## config.mk

```make
export PLATFORM = sky130hd
export DESIGN_NAME = tape_interval_classifier
export DESIGN_NICKNAME = d
export VERILOG_FILES = /design/src/rtl/tic_pkg.sv /design/src/rtl/tic_edge_filter.sv /design/src/rtl/tic_interval_timer.sv /design/src/rtl/tape_interval_classifier.sv
export SDC_FILE = /design/constraint.sdc
export NUM_CORES = 1
export LEC_CHECK = 0
export BUFFER_PORTS_ARGS = -buffer_cell sky130_fd_sc_hd__clkbuf_2
export CAP_MARGIN = 10
export CORE_UTILIZATION = 50
export CTS_CLUSTER_DIAMETER = 120
export DETAILED_ROUTE_END_ITERATION = 7
export GPL_TIMING_DRIVEN = 1
export PLACE_DENSITY_LB_ADDON = 0.1
export SLEW_MARGIN = 20
export SYNTH_ARGS = -nofsm -noshare
export SYNTH_HDL_FRONTEND = slang
export SYNTH_SLANG_ARGS = --single-unit
```

## constraint.sdc

```tcl
create_clock -name clk -period 3.1 [get_ports clk]
set_clock_uncertainty 0.05 [all_clocks]
set_input_delay 0.62 -clock clk [delete_from_list [all_inputs] [get_ports clk]]
set_output_delay 0.62 -clock clk [all_outputs]
set_load 0.005 [all_outputs]
```

## src/rtl/tic_pkg.sv

```systemverilog
package tic_pkg;
    typedef enum logic [1:0] {
        ST_OFF  = 2'd0,
        ST_ARM  = 2'd1,
        ST_MEAS = 2'd2
    } mode_e;

    localparam logic [7:0] SYM_PAUSE  = 8'h41;
    localparam logic [7:0] SYM_SHORT  = 8'h42;
    localparam logic [7:0] SYM_MEDIUM = 8'h43;
    localparam logic [7:0] SYM_LONG   = 8'h44;
endpackage

```

## src/rtl/tic_edge_filter.sv

```systemverilog
module tic_edge_filter #(
    parameter int FILT_LEN = 4
) (
    input  logic clk,
    input  logic rst_n,
    input  logic din,
    output logic rise
);
    localparam int CW = (FILT_LEN > 1) ? $clog2(FILT_LEN) : 1;

    logic [1:0]    sync_q;
    logic          sync_s;
    logic          level_q;
    logic [CW-1:0] run_q;

    assign sync_s = sync_q[1];

    // two-stage synchronizer
    always_ff @(posedge clk or negedge rst_n) begin
        if (!rst_n) sync_q <= '0;
        else        sync_q <= {sync_q[0], din};
    end

    // level filter: accept a change after FILT_LEN differing samples
    always_ff @(posedge clk or negedge rst_n) begin
        if (!rst_n) begin
            level_q <= 1'b0;
            run_q   <= '0;
            rise    <= 1'b0;
        end else begin
            rise <= 1'b0;
            if (sync_s == level_q) begin
                run_q <= '0;
            end else if (run_q == CW'(FILT_LEN - 1)) begin
                level_q <= sync_s;
                run_q   <= '0;
                rise    <= sync_s;
            end else begin
                run_q <= run_q + 1'b1;
            end
        end
    end

    // the filtered level only moves toward the synchronized sample
    a_r1_level_follows: assert property (@(posedge clk) disable iff (!rst_n)
        (level_q != $past(level_q)) |-> ($past(sync_s) == level_q));

    // a rise marker always coincides with a filtered high level
    a_r1_rise_high: assert property (@(posedge clk) disable iff (!rst_n)
        rise |-> level_q);
endmodule

```

## src/rtl/tic_interval_timer.sv

```systemverilog
module tic_interval_timer #(
    parameter int DIV = 64,
    parameter int W   = 8
) (
    input  logic         clk,
    input  logic         rst_n,
    input  logic         run,
    input  logic         clear,
    input  logic [W-1:0] limit,
    output logic [W-1:0] count,
    output logic         stopped
);
    localparam int PW = (DIV > 1) ? $clog2(DIV) : 1;

    logic [PW-1:0] presc_q;
    logic [W:0]    next_w;
    logic          hit;

    assign next_w = {1'b0, count} + 1'b1;
    assign hit    = (next_w == {1'b0, limit}) || next_w[W];

    always_ff @(posedge clk or negedge rst_n) begin
        if (!rst_n) begin
            presc_q <= '0;
            count   <= '0;
            stopped <= 1'b0;
        end else if (!run || clear) begin
            presc_q <= '0;
            count   <= '0;
            stopped <= 1'b0;
        end else if (!stopped) begin
            if (presc_q == PW'(DIV - 1)) begin
                presc_q <= '0;
                if (hit) begin
                    count   <= '0;
                    stopped <= 1'b1;
                end else begin
                    count <= next_w[W-1:0];
                end
            end else begin
                presc_q <= presc_q + 1'b1;
            end
        end
    end

    // a timed-out counter is frozen at zero
    a_r3_frozen_zero: assert property (@(posedge clk) disable iff (!rst_n)
        stopped |-> (count == '0));

    // the counter never reaches a nonzero limit
    a_r3_below_limit: assert property (@(posedge clk) disable iff (!rst_n || !run)
        (limit != '0) |-> (count < limit));

    // the counter only steps by one or returns to zero
    a_r2_step: assert property (@(posedge clk) disable iff (!rst_n || !run)
        (count != $past(count)) |-> ((count == $past(count) + 1'b1) || (count == '0)));
endmodule

```

## src/rtl/tape_interval_classifier.sv

```systemverilog
module tape_interval_classifier
    import tic_pkg::*;
#(
    parameter int DIV      = 64,
    parameter int FILT_LEN = 4,
    parameter int W        = 8
) (
    input  logic         clk,
    input  logic         rst_n,
    input  logic         enable,
    input  logic         tape_in,
    input  logic [W-1:0] thr_short,
    input  logic [W-1:0] thr_long,
    input  logic [W-1:0] timeout,
    output logic [7:0]   out_data,
    output logic         out_valid,
    input  logic         out_ready,
    output logic         overrun
);
    localparam logic [W-1:0] RAW_LIMIT = '1;

    mode_e        state_q, state_d;
    logic         rise;
    logic         raw_mode;
    logic [W-1:0] limit;
    logic [W-1:0] count;
    logic         stopped;
    logic         run;
    logic         emit;
    logic [7:0]   symbol;

    assign raw_mode = (thr_short == '0);
    assign limit    = raw_mode ? RAW_LIMIT : timeout;
    assign run      = (state_q != ST_OFF);
    assign emit     = (state_q == ST_MEAS) && rise;

    tic_edge_filter #(.FILT_LEN(FILT_LEN)) u_filt (
        .clk   (clk),
        .rst_n (rst_n),
        .din   (tape_in),
        .rise  (rise)
    );

    tic_interval_timer #(.DIV(DIV), .W(W)) u_timer (
        .clk     (clk),
        .rst_n   (rst_n),
        .run     (run),
        .clear   (rise),
        .limit   (limit),
        .count   (count),
        .stopped (stopped)
    );

    // symbol encoder
    always_comb begin
        if (raw_mode)               symbol = count[7:0];
        else if (count == '0)       symbol = SYM_PAUSE;
        else if (count < thr_short) symbol = SYM_SHORT;
        else if (count < thr_long)  symbol = SYM_MEDIUM;
        else                        symbol = SYM_LONG;
    end

    // next-state logic
    always_comb begin
        state_d = state_q;
        unique case (state_q)
            ST_OFF:  if (enable) state_d = ST_ARM;
            ST_ARM:  if (!enable) state_d = ST_OFF;
                     else if (rise) state_d = ST_MEAS;
            ST_MEAS: if (!enable) state_d = ST_OFF;
            default: state_d = ST_OFF;
        endcase
    end

    // state register
    always_ff @(posedge clk or negedge rst_n) begin
        if (!rst_n) state_q <= ST_OFF;
        else        state_q <= state_d;
    end

    // output register and overrun flag
    always_ff @(posedge clk or negedge rst_n) begin
        if (!rst_n) begin
            out_valid <= 1'b0;
            out_data  <= 8'h00;
            overrun   <= 1'b0;
        end else if (state_q == ST_OFF) begin
            out_valid <= 1'b0;
            overrun   <= 1'b0;
        end else begin
            if (out_valid && out_ready) out_valid <= 1'b0;
            if (emit) begin
                if (out_valid && !out_ready) begin
                    overrun <= 1'b1;
                end else begin
                    out_valid <= 1'b1;
                    out_data  <= symbol;
                end
            end
        end
    end

    // an unaccepted byte is held unchanged
    a_r7_hold: assert property (@(posedge clk) disable iff (!rst_n || !enable)
        (out_valid && !out_ready && state_q != ST_OFF) |=> (out_valid && $stable(out_data)));

    // bytes only appear from the measuring state
    a_r6_only_measuring: assert property (@(posedge clk) disable iff (!rst_n)
        $rose(out_valid) |-> ($past(state_q) == ST_MEAS));

    // classified output is one of the four letters
    a_r4_symbol_range: assert property (@(posedge clk) disable iff (!rst_n || !enable)
        (out_valid && !raw_mode) |-> (out_data >= SYM_PAUSE && out_data <= SYM_LONG));

    // overrun is sticky while enabled
    a_r8_sticky: assert property (@(posedge clk) disable iff (!rst_n)
        (overrun && state_q != ST_OFF && enable) |=> overrun);

    // disabled block shows no output activity
    a_r6_off_quiet: assert property (@(posedge clk) disable iff (!rst_n)
        ($past(state_q) == ST_OFF) |-> (!out_valid && !overrun));
endmodule

```

==> results of run 1 <==
flip-flops by register name (all words and copies together), names as in the netlist:
name / cells
u_filt.sync_q: 2
u_timer.presc_q: 6
u_filt.run_q: 2
out_data: 8
out_valid: 1
u_filt.level_q: 1
u_timer.count: 8
state_q: 2
u_timer.stopped: 1
overrun: 1
u_filt.rise: 1
layout by cell type, fill, tap and decap left out, types with 3 or more instances in the layout:
cell,instances
o21ai_0,8
dfrtp_1,33
o41ai_1,3
a22o_1,5
a21oi_1,17
nand2_1,24
nand3_1,5
clkbuf_8,6
mux2i_1,3
xor2_1,5
ha_1,18
clkbuf_2,38
nand2b_1,4
o221ai_1,3
nor2_1,18
inv_1,18
a31oi_1,5
a21o_1,10
and2_1,3
nor3_1,8
nor2b_1,7
nand4_1,4
xnor2_1,4
power groups by stage:
stage	clock, mW	combinational (mW)	sequential (mW)
after floorplan	0	0.0861	0.487
after global placement	0	0.130	0.490
after detailed placement	0	0.132	0.492
after CTS	0.328	0.133	0.484
after global routing	0.344	0.151	0.488
final	0.315	0.129	0.484
worst register-to-register path, delay by kind of cell (launching register included):
kind,cells,cell delay (ns)
simple gates,3,0.83
compound gates,3,0.69
flops,1,0.56
fa+ha+maj,1,0.36
xor+xnor,1,0.11
layout make-up:
cell class	count	area share, %
multi-input combinational	189	51.6
sequential	33	31.9
timing repair buffer	40	7.94
clock buffer	7	3.34
inverter	18	2.61
tap	52	2.52
kinds of logic (layout without fill, tap and decap cells):
| family | after synthesis | after routing | synth area share [%] |
|---|---|---|---|
| AND/OR/NAND/NOR | 92 | 92 | 22.0 |
| buffers and inverters | 28 | 65 | 5.58 |
| AO/OA/AOI/OAI | 65 | 65 | 20.8 |
| adder cells (fa/ha/maj) | 18 | 18 | 9.84 |
| flip-flops | 33 | 33 | 36.1 |
| multiplexers | 5 | 5 | 2.30 |
| XOR/XNOR | 9 | 9 | 3.44 |
through the flow:
| step | cells | setup slack (ns) |
|---|---|---|
| global placement | 332 | 0.425 |
| finish | 339 | 0.386 |
| detailed placement | 332 | 0.380 |
| floorplan | 250 | 0.706 |
| global route | 339 | 0.150 |
| CTS | 339 | 0.375 |
worst max-delay path by stage:
stage                                             from                           end  cells past startpoint
final                     u_timer.count[0]$_DFFE_PN0P_  u_timer.count[2]$_DFFE_PN0P_                      8
after floorplan           u_timer.count[1]$_DFFE_PN0P_     u_timer.stopped$_DFF_PN0_                      9
after detailed placement  u_timer.count[0]$_DFFE_PN0P_  u_timer.count[2]$_DFFE_PN0P_                      8
after CTS                 u_timer.count[0]$_DFFE_PN0P_  u_timer.count[2]$_DFFE_PN0P_                      8
after global routing      u_timer.count[0]$_DFFE_PN0P_  u_timer.count[6]$_DFFE_PN0P_                      8
after global placement    u_timer.count[0]$_DFFE_PN0P_  u_timer.count[2]$_DFFE_PN0P_                      8
layer usage:
metal / vias up / track usage (%) / routed length (um)
met4: 0 / 8.44 / 83
met3: 7 / 4.07 / 148
met5: - / 0 / 0
met1: 881 / 27.1 / 2200
li1: 969 / - / -
met2: 34 / 36.8 / 2250
==> summary.txt, run 1 <==
Multi-input gate area: 0.00134 sq mm
core area: 0.00438 sq mm
CP cell instances: ha_1 > and3_4 > xor2_1 > or4b_1 > a311oi_2 > o22ai_2 > o221ai_1 > nand2_1
Clock Path Buffers: 2
Avg Cell Area, Syn: 9.15 sq um
area grow syn2layout: 13.0%
Post-synth top flop: dfrtp_1
Core Rows: 24
Tot GR Track Use: 21.6%
Die Wd: 69.7 um
P_int: 0.701 mW
Final period util: 87.6%
R2R cell count: 8
post-synthesis async set-or-reset flop share: 100%
first-pass GRT wire length: 8270 um
EDFF count, synth: 0
hold path startpoint: u_filt.sync_q[0]$_DFF_PN0_
reg-to-reg critical path endpoint: u_timer.count[2]$_DFFE_PN0P_
antenna diode instance count: 0
worst vdd ir: 380 uV
Post-synth top cells: dfrtp_1, nand2_1, ha_1, inv_1, nor2_1
IO buf count: 38
Iteration-0 DRC Markers: 81
Synth Instances: 250
synth top area cells: dfrtp_1, ha_1, nand2_1, a21oi_1, a21o_1
CP max stage cell: dfrtp_1
post-synth top area share: 36.1%
residual DRC count: 0
Crit path largest cell delay: 0.56 ns
Crit Path Class: flop to flop
switch share: 24.4%
Buf+Inv Stages, Crit Path: 0
synth warn: 0
post-CTS setup buffers: 0
startpoint types: flop
Tot Pwr: 0.928 mW
TritonCTS Sinks: 33
hold path depth: 0
clk root buf: clkbuf_8
final wirelength: 4690 um
I/O Pins: 39
launching point of the worst reg2reg path: u_timer.count[0]$_DFFE_PN0P_
Rel. slew slack: 47.2%
flops & latches, synth: 33
first drt pass iteration count: 4
Fillers: 431
# nets final: 334
ANT nets after route: 0
worst hold slack: 0.307 ns
Max Clk Rate: 368 MHz
share of layout cells above drive strength 1: 21.3%
Top Family by Delay on Critical Path: simple AND/OR/NAND/NOR gates
CTS-repair resized insts: 0
status: complete, no violations
Fin. Hold Viols: 0
design area: 0.00258 sq mm
P_leak: 1.35 nW
dpl hpwl: 3620 um
DR WL/cell: 13.8 um
top-count cell post-synth: dfrtp_1
post-synthesis sequential area ratio: 36.1%
Via-to-Cell Ratio: 5.58
count of unique library cells instantiated by Yosys: 54
vias in the first global route: 1,882
max cap viols: 0
Clock transition at path regs: 0.06 ns
residual overflow from global routing: 0
vias: 1,891
setup TNS: 0 ns
RePlAce Congestion: 0.816
Sequential Power Share: 52.1%
number of antenna violations at the first check in global routing: 0
RSZ-0062 raised after global routing: no
largest net degree at the start of global routing: 34
TritonCTS clock tree: yes
Final setup viols: 0
combinational power share: 13.9%
CP Data Arrival Time: 2.83 ns
syn nets: 297
clock share of power: 34.0%
Core Util, Final: 59.0%
measured slew at the worst slew-check pin: 0.791 ns
Crit Path Max Fanout: 12
DIE HEIGHT: 69.7 um
Syn Std Cell Area: 0.00229 sq mm
Power Dens Cells: 359 mW/mm^2
DIE AREA: 0.00485 sq mm
Required @ worst endpoint: 3.21 ns
post-synth top area cell: dfrtp_1
cts bufs inserted: 5
Final min period: 2.71 ns
Clock Latency Late Sink: 0.28 ns
placed inst area: 0.00250 sq mm
Sequential Area: 826 sq um
hold worst-path end: u_filt.sync_q[1]$_DFF_PN0_
R2R setup slack: 0.39 ns
CTS HTree Levels: 2
cts hold-fix bufs: 0
Slew Limit Fails: 0
Starting Density: 52.2%
crit end category: flop
sw power: 0.227 mW
hold crit path type: flop to flop
Note: power is estimated with default switching activity, not from simulation.
==> inputs of run 2 (changes only) <==
--- a/config.mk
+++ b/config.mk
@@ -5,6 +5,7 @@
 export SDC_FILE = /design/constraint.sdc
 export NUM_CORES = 1
 export LEC_CHECK = 0
+export ABC_AREA = 1
 export BUFFER_PORTS_ARGS = -buffer_cell sky130_fd_sc_hd__clkbuf_2
 export CAP_MARGIN = 10
 export CORE_UTILIZATION = 50
@@ -12,6 +13,7 @@
 export DETAILED_ROUTE_END_ITERATION = 7
 export GPL_TIMING_DRIVEN = 1
 export PLACE_DENSITY_LB_ADDON = 0.1
+export SKIP_LAST_GASP = 1
 export SLEW_MARGIN = 20
 export SYNTH_ARGS = -nofsm -noshare
 export SYNTH_HDL_FRONTEND = slang
==> run 2 against run 1 <==
Net effect: final cell count increased by 17%; critical endpoint unchanged; flip-flop and latch count did not move; core utilization grew 3.5 points; non-clock buffer count down 2; power grew 9.2%; hold slack got worse by 0.0088 ns.
==> summary.txt, run 2 <==
vias: 1,983 (was 1,891)
post-CTS setup buffers: 0 (unchanged)
RePlAce Congestion: 0.910 (was 0.816)
R2R setup slack: 1.16 ns (was 0.39 ns)
residual overflow from global routing: 0 (unchanged)
RSZ-0062 raised after global routing: no (unchanged)
Iteration-0 DRC Markers: 69 (was 81)
synth warn: 0 (unchanged)
most frequent CP cell: nand2_1
CP max stage cell: nor2_1 (was dfrtp_1)
hold path depth: 0 (unchanged)
share of layout cells above drive strength 1: 21.3% (about the same)
CTS HTree Levels: 2 (unchanged)
Final min period: 2.05 ns (was 2.71 ns)
clk root buf: clkbuf_8 (unchanged)
Slew Limit Fails: 0 (unchanged)
worst setup margin: 1.05 ns (was 0.386 ns)
Synth Instances: 303 (was 250)
first-pass GRT wire length: 7670 um (was 8270 um)
worst vdd ir: 304 uV (was 380 uV)
Clock Path Buffers: 2 (unchanged)
Max Clk Rate: 488 MHz (was 368 MHz)
TritonCTS clock tree: yes (unchanged)
launching point of the worst reg2reg path: u_timer.count[1]$_DFFE_PN0P_ (was u_timer.count[0]$_DFFE_PN0P_)
Fin. Hold Viols: 0 (unchanged)
DIE AREA: 0.00472 sq mm (was 0.00485 sq mm)
R2R cell count: 14 (was 8)
IO buf count: 38 (unchanged)
commonest non-fill, non-tap cell in the layout: nand2_1 (was clkbuf_2)
Final setup viols: 0 (unchanged)
top-count cell post-synth: nand2_1 (was dfrtp_1)
antenna diode instance count: 0 (unchanged)
dpl hpwl: 3610 um (was 3620 um)
P_leak: 1.42 nW (was 1.35 nW)
number of antenna violations at the first check in global routing: 0 (unchanged)
cts bufs inserted: 5 (unchanged)
Fillers: 385 (was 431)
syn nets: 350 (was 297)
Crit Path Max Fanout: 11 (was 12)
first drt pass iteration count: 4 (unchanged)
Crit Path Class: input pin to flop (was flop to flop)
Clock Latency Late Sink: 0.28 ns (about the same)
hold crit path type: flop to flop (unchanged)
Core Util, Final: 62.5% (was 59.0%)
flops & latches, synth: 33 (unchanged)
Die Wd: 68.7 um (was 69.7 um)
CTS-repair resized insts: 0 (unchanged)
DIE HEIGHT: 68.7 um (was 69.7 um)
Power Dens Cells: 391 mW/mm^2 (was 359 mW/mm^2)
core area: 0.00414 sq mm (was 0.00438 sq mm)
Post-synth top cells: nand2_1, inv_1, dfrtp_1, nor2_1, ha_1 (was dfrtp_1, nand2_1, ha_1, inv_1, nor2_1)
Via-to-Cell Ratio: 4.98 (was 5.58)
Syn Std Cell Area: 0.00222 sq mm (was 0.00229 sq mm)
EDFF count, synth: 0 (unchanged)
measured slew at the worst slew-check pin: 0.830 ns (was 0.791 ns)
hold worst-path end: u_filt.sync_q[1]$_DFF_PN0_ (unchanged)
startpoint types: input pin (was flop)
hold path startpoint: u_filt.sync_q[0]$_DFF_PN0_ (unchanged)
setup TNS: 0 ns (unchanged)
Crit path largest cell delay: 0.58 ns (was 0.56 ns)
post-synthesis sequential area ratio: 37.1% (was 36.1%)
max cap viols: 0 (unchanged)
Core Rows: 23 (was 24)
synth top area cells: dfrtp_1, nand2_1, ha_1, inv_1, nor2_1 (was dfrtp_1, ha_1, nand2_1, a21oi_1, a21o_1)
count of unique library cells instantiated by Yosys: 30 (was 54)
crit end category: flop (unchanged)
largest net degree at the start of global routing: 34 (unchanged)
vias in the first global route: 1,768 (was 1,882)
Clock transition at path regs: 0.06 ns (about the same)
post-synth top area share: 37.1% (was 36.1%)
area grow syn2layout: 16.4% (was 13.0%)
dpl ws: 0.748 ns (was 0.380 ns)
CP cell instances: clkbuf_2 > nor2_1 > nand2_1 > nor2_1 > nor2_1 > nand2_1 > nand2_1 > inv_2 > nand2_2 > nor2_4 > nand2_4 > nand4_1 > nand2_1 (was ha_1 > and3_4 > xor2_1 > or4b_1 > a311oi_2 > o22ai_2 > o221ai_1 > nand2_1)
I/O Pins: 39 (unchanged)
reg-to-reg critical path endpoint: u_timer.count[2]$_DFFE_PN0P_ (unchanged)
TritonCTS Sinks: 33 (unchanged)
Final period util: 66.1% (was 87.6%)
DR WL/cell: 11.7 um (was 13.8 um)
ANT nets after route: 0 (unchanged)
# nets final: 394 (was 334)
Avg Cell Area, Syn: 7.34 sq um (was 9.15 sq um)
cts hold-fix bufs: 0 (unchanged)
Tot GR Track Use: 22.3% (was 21.6%)
final wirelength: 4640 um (was 4690 um)
commonest cells after routing, fill and taps aside: nand2_1, inv_1, clkbuf_2, dfrtp_1, nor2_1 (was clkbuf_2, dfrtp_1, nand2_1)
post-synth top area cell: dfrtp_1 (unchanged)
post-synthesis async set-or-reset flop share: 100% (unchanged)
top flop regs: out_data x8, u_timer.count x8, u_timer.presc_q x6 (unchanged)
CP Data Arrival Time: 2.16 ns (was 2.83 ns)
residual DRC count: 0 (unchanged)
Starting Density: 53.7% (was 52.2%)
Required @ worst endpoint: 3.22 ns (was 3.21 ns)
Post-synth top flop: dfrtp_1 (unchanged)
Rel. slew slack: 44.7% (was 47.2%)
status: complete, no violations (unchanged)
==> run 2: power by group <==
group / switching (mW) / internal, mW
Combinational: 0.0709 / 0.0532
Sequential: 0.0197 / 0.459
Clock: 0.149 / 0.262
Total: 0.239 / 0.774
==> run 2: critical path, delay by kind of cell <==
kind                   cells  cell delay, ns
buffers and inverters      2            0.14
and+or+nand+nor           11            1.40
==> run 2: cell families (layout without fill, tap and decap cells) <==
kind of cell,count (synthesis),in the layout,synth area share (%)
AOI/OAI and AO/OA,37,37,9.50
and+or+nand+nor,157,157,32.5
adders and majority gates,18,18,10.1
xor gates and xnor gates,4,4,1.58
buffers and inverters,54,99,9.17
DFF,33,33,37.1
==> run 2: metal layers <==
metal | global-route usage, % | routed length (um) | share of wire [%] | up-vias
li1 | - | - | - | 1062
met1 | 29.3 | 2270 | 49 | 875
met2 | 37.1 | 2070 | 45 | 41
met3 | 4.28 | 255 | 5.5 | 5
met4 | 6.38 | 40 | 0.86 | 0
met5 | 0 | 0 | 0 | -
==> run 2: how the worst max path moves through the flow <==
stage                            start                            to  slack, ns  depth (start not counted)
after detailed placement  thr_short[4]  u_timer.count[5]$_DFFE_PN0P_       0.75                         11
after floorplan           thr_short[7]  u_timer.count[0]$_DFFE_PN0P_       1.30                         11
final                     thr_short[4]  u_timer.count[2]$_DFFE_PN0P_       1.05                         13
after CTS                 thr_short[4]  u_timer.count[3]$_DFFE_PN0P_       1.05                         11
after global placement    thr_short[7]  u_timer.count[5]$_DFFE_PN0P_       0.84                         13
after global routing      thr_short[4]  u_timer.count[2]$_DFFE_PN0P_       0.76                         13
==> run 2: area by class of cell <==
| cell class | count | area, sq um | share of cell area [%] |
|---|---|---|---|
| Clock buffer | 7 | 86.3 | 3.33 |
| Clock inverter | 1 | 30.0 | 1.16 |
| Inverter | 53 | 199 | 7.68 |
| Multi-Input combinational cell | 216 | 1190 | 46.2 |
| Sequential cell | 33 | 826 | 31.9 |
| Tap cell | 50 | 62.6 | 2.42 |
| Timing Repair Buffer | 38 | 190 | 7.35 |
==> run 2: stage by stage <==
stage | total power, mW | cells | hold slack (ns) | instance area [sq um]
5_1_grt | 1.07 | 398 | 0.302 | 2590
6_report | 1.01 | 398 | 0.298 | 2590
3_5_place_dp | 0.612 | 390 | 0.286 | 2470
3_3_place_gp | 0.607 | 390 | 0.282 | 2470
2_1_floorplan | 0.563 | 303 | 0.274 | 2220
4_1_cts | 1.02 | 398 | 0.296 | 2590
==> inputs of run 3 (changes only) <==
==> constraint.sdc (replaced) <==
create_clock -name clk -period 2.09 [get_ports clk]
set_clock_uncertainty 0.05 [all_clocks]
set_input_delay 0.418 -clock clk [delete_from_list [all_inputs] [get_ports clk]]
set_output_delay 0.418 -clock clk [all_outputs]
set_load 0.005 [all_outputs]
==> run 3 against run 2 <==
Net effect: via count up 1.9%; non-clock buffer count up 3; combinational power up 49%; clock-buffer cell count up 1; critical endpoint is now u_timer.count[3]$_DFFE_PN0P_; highest routed layer unchanged.
==> summary.txt, run 3 (synthesis gave the netlist of run 2 again) <==
status: complete, no violations (unchanged)
Final period util: 91.1%
Top Metal Used: met4 (unchanged)
DIE HEIGHT: 68.7 um (unchanged)
vias: 2,021 (was 1,983)
metal3 WL: 169 um (was 255 um)
Tot Pwr: 1.35 mW (was 1.01 mW)
first-pass GRT wire length: 7840 um (was 7670 um)
I/O Pins: 39 (unchanged)
largest net degree at the start of global routing: 34 (unchanged)
Clock Path Buffers: 2 (unchanged)
# nets final: 397 (was 394)
area grow syn2layout: 15.8% (was 16.4%)
Tot GR Track Use: 22.8% (was 22.3%)
max cap viols: 0 (unchanged)
dpl hpwl: 3650 um (was 3610 um)
DR WL/cell: 11.8 um (was 11.7 um)
placed inst area: 0.00249 sq mm (was 0.00247 sq mm)
Core Util, Final: 62.2% (was 62.5%)
Clock transition at path regs: 0.06 ns (about the same)
commonest cells after routing, fill and taps aside: nand2_1, inv_1, clkbuf_2, nor2_1, dfrtp_1 (was nand2_1, inv_1, clkbuf_2, dfrtp_1, nor2_1)
hold crit path type: input pin to asynchronous set/reset pin (was flop to flop)
vias in the first global route: 1,754 (was 1,768)
CTS HTree Levels: 2 (unchanged)
Sequential Area: 827 sq um (was 826 sq um)
number of antenna violations at the first check in global routing: 0 (unchanged)
share of layout cells above drive strength 1: 21.7% (was 21.3%)
TritonCTS clock tree: yes (unchanged)
cts bufs inserted: 5 (unchanged)
Rel. slew slack: 69.8% (was 44.7%)
ANT nets after route: 0 (unchanged)
Crit Path Max Fanout: 8 (was 11)
residual overflow from global routing: 0 (unchanged)
core area: 0.00414 sq mm (unchanged)
Iteration-0 DRC Markers: 72 (was 69)
worst vdd ir: 420 uV (was 304 uV)
RSZ-0062 raised after global routing: no (unchanged)
met1 wire length: 2440 um (was 2270 um)
Core Rows: 23 (unchanged)
commonest non-fill, non-tap cell in the layout: nand2_1 (unchanged)
Die Wd: 68.7 um (unchanged)
final wirelength: 4730 um (was 4640 um)
Fin. Hold Viols: 0 (unchanged)
CP Data Arrival Time: 2.02 ns (was 2.16 ns)
measured slew at the worst slew-check pin: 0.451 ns (was 0.830 ns)
Final min period: 1.90 ns
cts hold-fix bufs: 0 (unchanged)
Required @ worst endpoint: 2.21 ns (was 3.22 ns)
Starting Density: 53.7% (unchanged)
antenna diode instance count: 0 (unchanged)
Fillers: 391 (was 385)
Slew Limit Fails: 0 (unchanged)
crit end category: flop (unchanged)
IO buf count: 38 (unchanged)
P_leak: 1.42 nW (about the same)
Via-to-Cell Ratio: 5.04 (was 4.98)
design area: 0.00258 sq mm (was 0.00259 sq mm)
R2R setup slack: 0.19 ns (was 1.16 ns)
top flop regs: out_data x8, u_timer.count x8, u_timer.presc_q x6 (unchanged)
TritonCTS Sinks: 33 (unchanged)
Routed met2 length: 2090 um (was 2070 um)
dpl ws: 0.126 ns (was 0.748 ns)
setup TNS: 0 ns (unchanged)
Crit Path Class: flop to flop (was input pin to flop)
Clock Latency Late Sink: 0.28 ns (about the same)
Final setup viols: 0 (unchanged)
Multi-input gate area: 0.00119 sq mm (unchanged)
Power Dens Cells: 524 mW/mm^2 (was 391 mW/mm^2)
first drt pass iteration count: 4 (unchanged)
DIE AREA: 0.00472 sq mm (unchanged)
residual DRC count: 0 (unchanged)
clk root buf: clkbuf_8 (unchanged)
startpoint types: flop (was input pin)
worst setup margin: 0.186 ns (was 1.05 ns)
RePlAce Congestion: 0.865 (was 0.910)
Max Clk Rate: 525 MHz
==> run 3: cell types whose count changed in the layout (fill, tap and decap cells not counted) <==
cell,change
dfrtp_1,-1
bufinv_16,-1
clkbuf_8,-1
buf_4,+3
dfrtp_2,+1
clkbuf_1,+2
==> run 3: through the flow <==
stage               hold WS, ns  std cells
floorplan                0.0724        303
global placement          0.283        393
detailed placement        0.286        393
CTS                       0.116        401
global route              0.144        401
finish                    0.107        401
==> run 3: path summary, 6_finish.rpt <==
kind	startpoint	cells after the start	to
max	u_timer.count[0]$_DFFE_PN0P_	14	u_timer.count[3]$_DFFE_PN0P_
min	rst_n	2	out_data[6]$_DFFE_PN0P_
max reg2reg	u_timer.count[0]$_DFFE_PN0P_	14	u_timer.count[3]$_DFFE_PN0P_
min reg2reg	u_filt.sync_q[0]$_DFF_PN0_	0	u_filt.sync_q[1]$_DFF_PN0_
max in group asynchronous	rst_n	2	u_timer.count[1]$_DFFE_PN0P_
min in group clk	tape_in	1	u_filt.sync_q[0]$_DFF_PN0_
==> run 3: what timing repair did <==
action                                  4_1_cts  5_1_grt
gates resized for setup                       0        1
hold endpoints to repair                      0        0
setup buffers                                 0        0
endpoints found under the setup margin        0        1
==> run 3: metal layers <==
metal / up-vias / track usage, %
met5: - / 0
met4: 0 / 5.36
met3: 5 / 4.44
met2: 40 / 36.8
met1: 905 / 31.6
li1: 1071 / -
==> run 3: layout make-up <==
type	instances	area share (%)
inverters	53	7.72
clock buffers	8	3.11
repair buffers	41	8.26
multi-input cells	216	46.4
well taps	50	2.43
flip-flops and latches	33	32.1
==> run 3: report_power, final <==
part	switching [mW]	leakage [nW]	total [mW]	internal, mW
sequential	0.0270	0.442	0.708	0.681
clock	0.221	0.0395	0.458	0.236
combinational	0.105	0.938	0.185	0.0802
==> run 3: critical path, cell delays in order (launching register included) <==
cell     delay (ns)
dfrtp_1        0.45
ha_1           0.23
nand2_2        0.08
nor2_2         0.15
nand2_1        0.07
nand2_1        0.06
nand2_1        0.10
nand2_1        0.08
inv_1          0.04
nor2_2         0.08
nand2_2        0.07
nor2_4         0.10
nand2_4        0.09
nand4_1        0.09
nand2_1        0.06
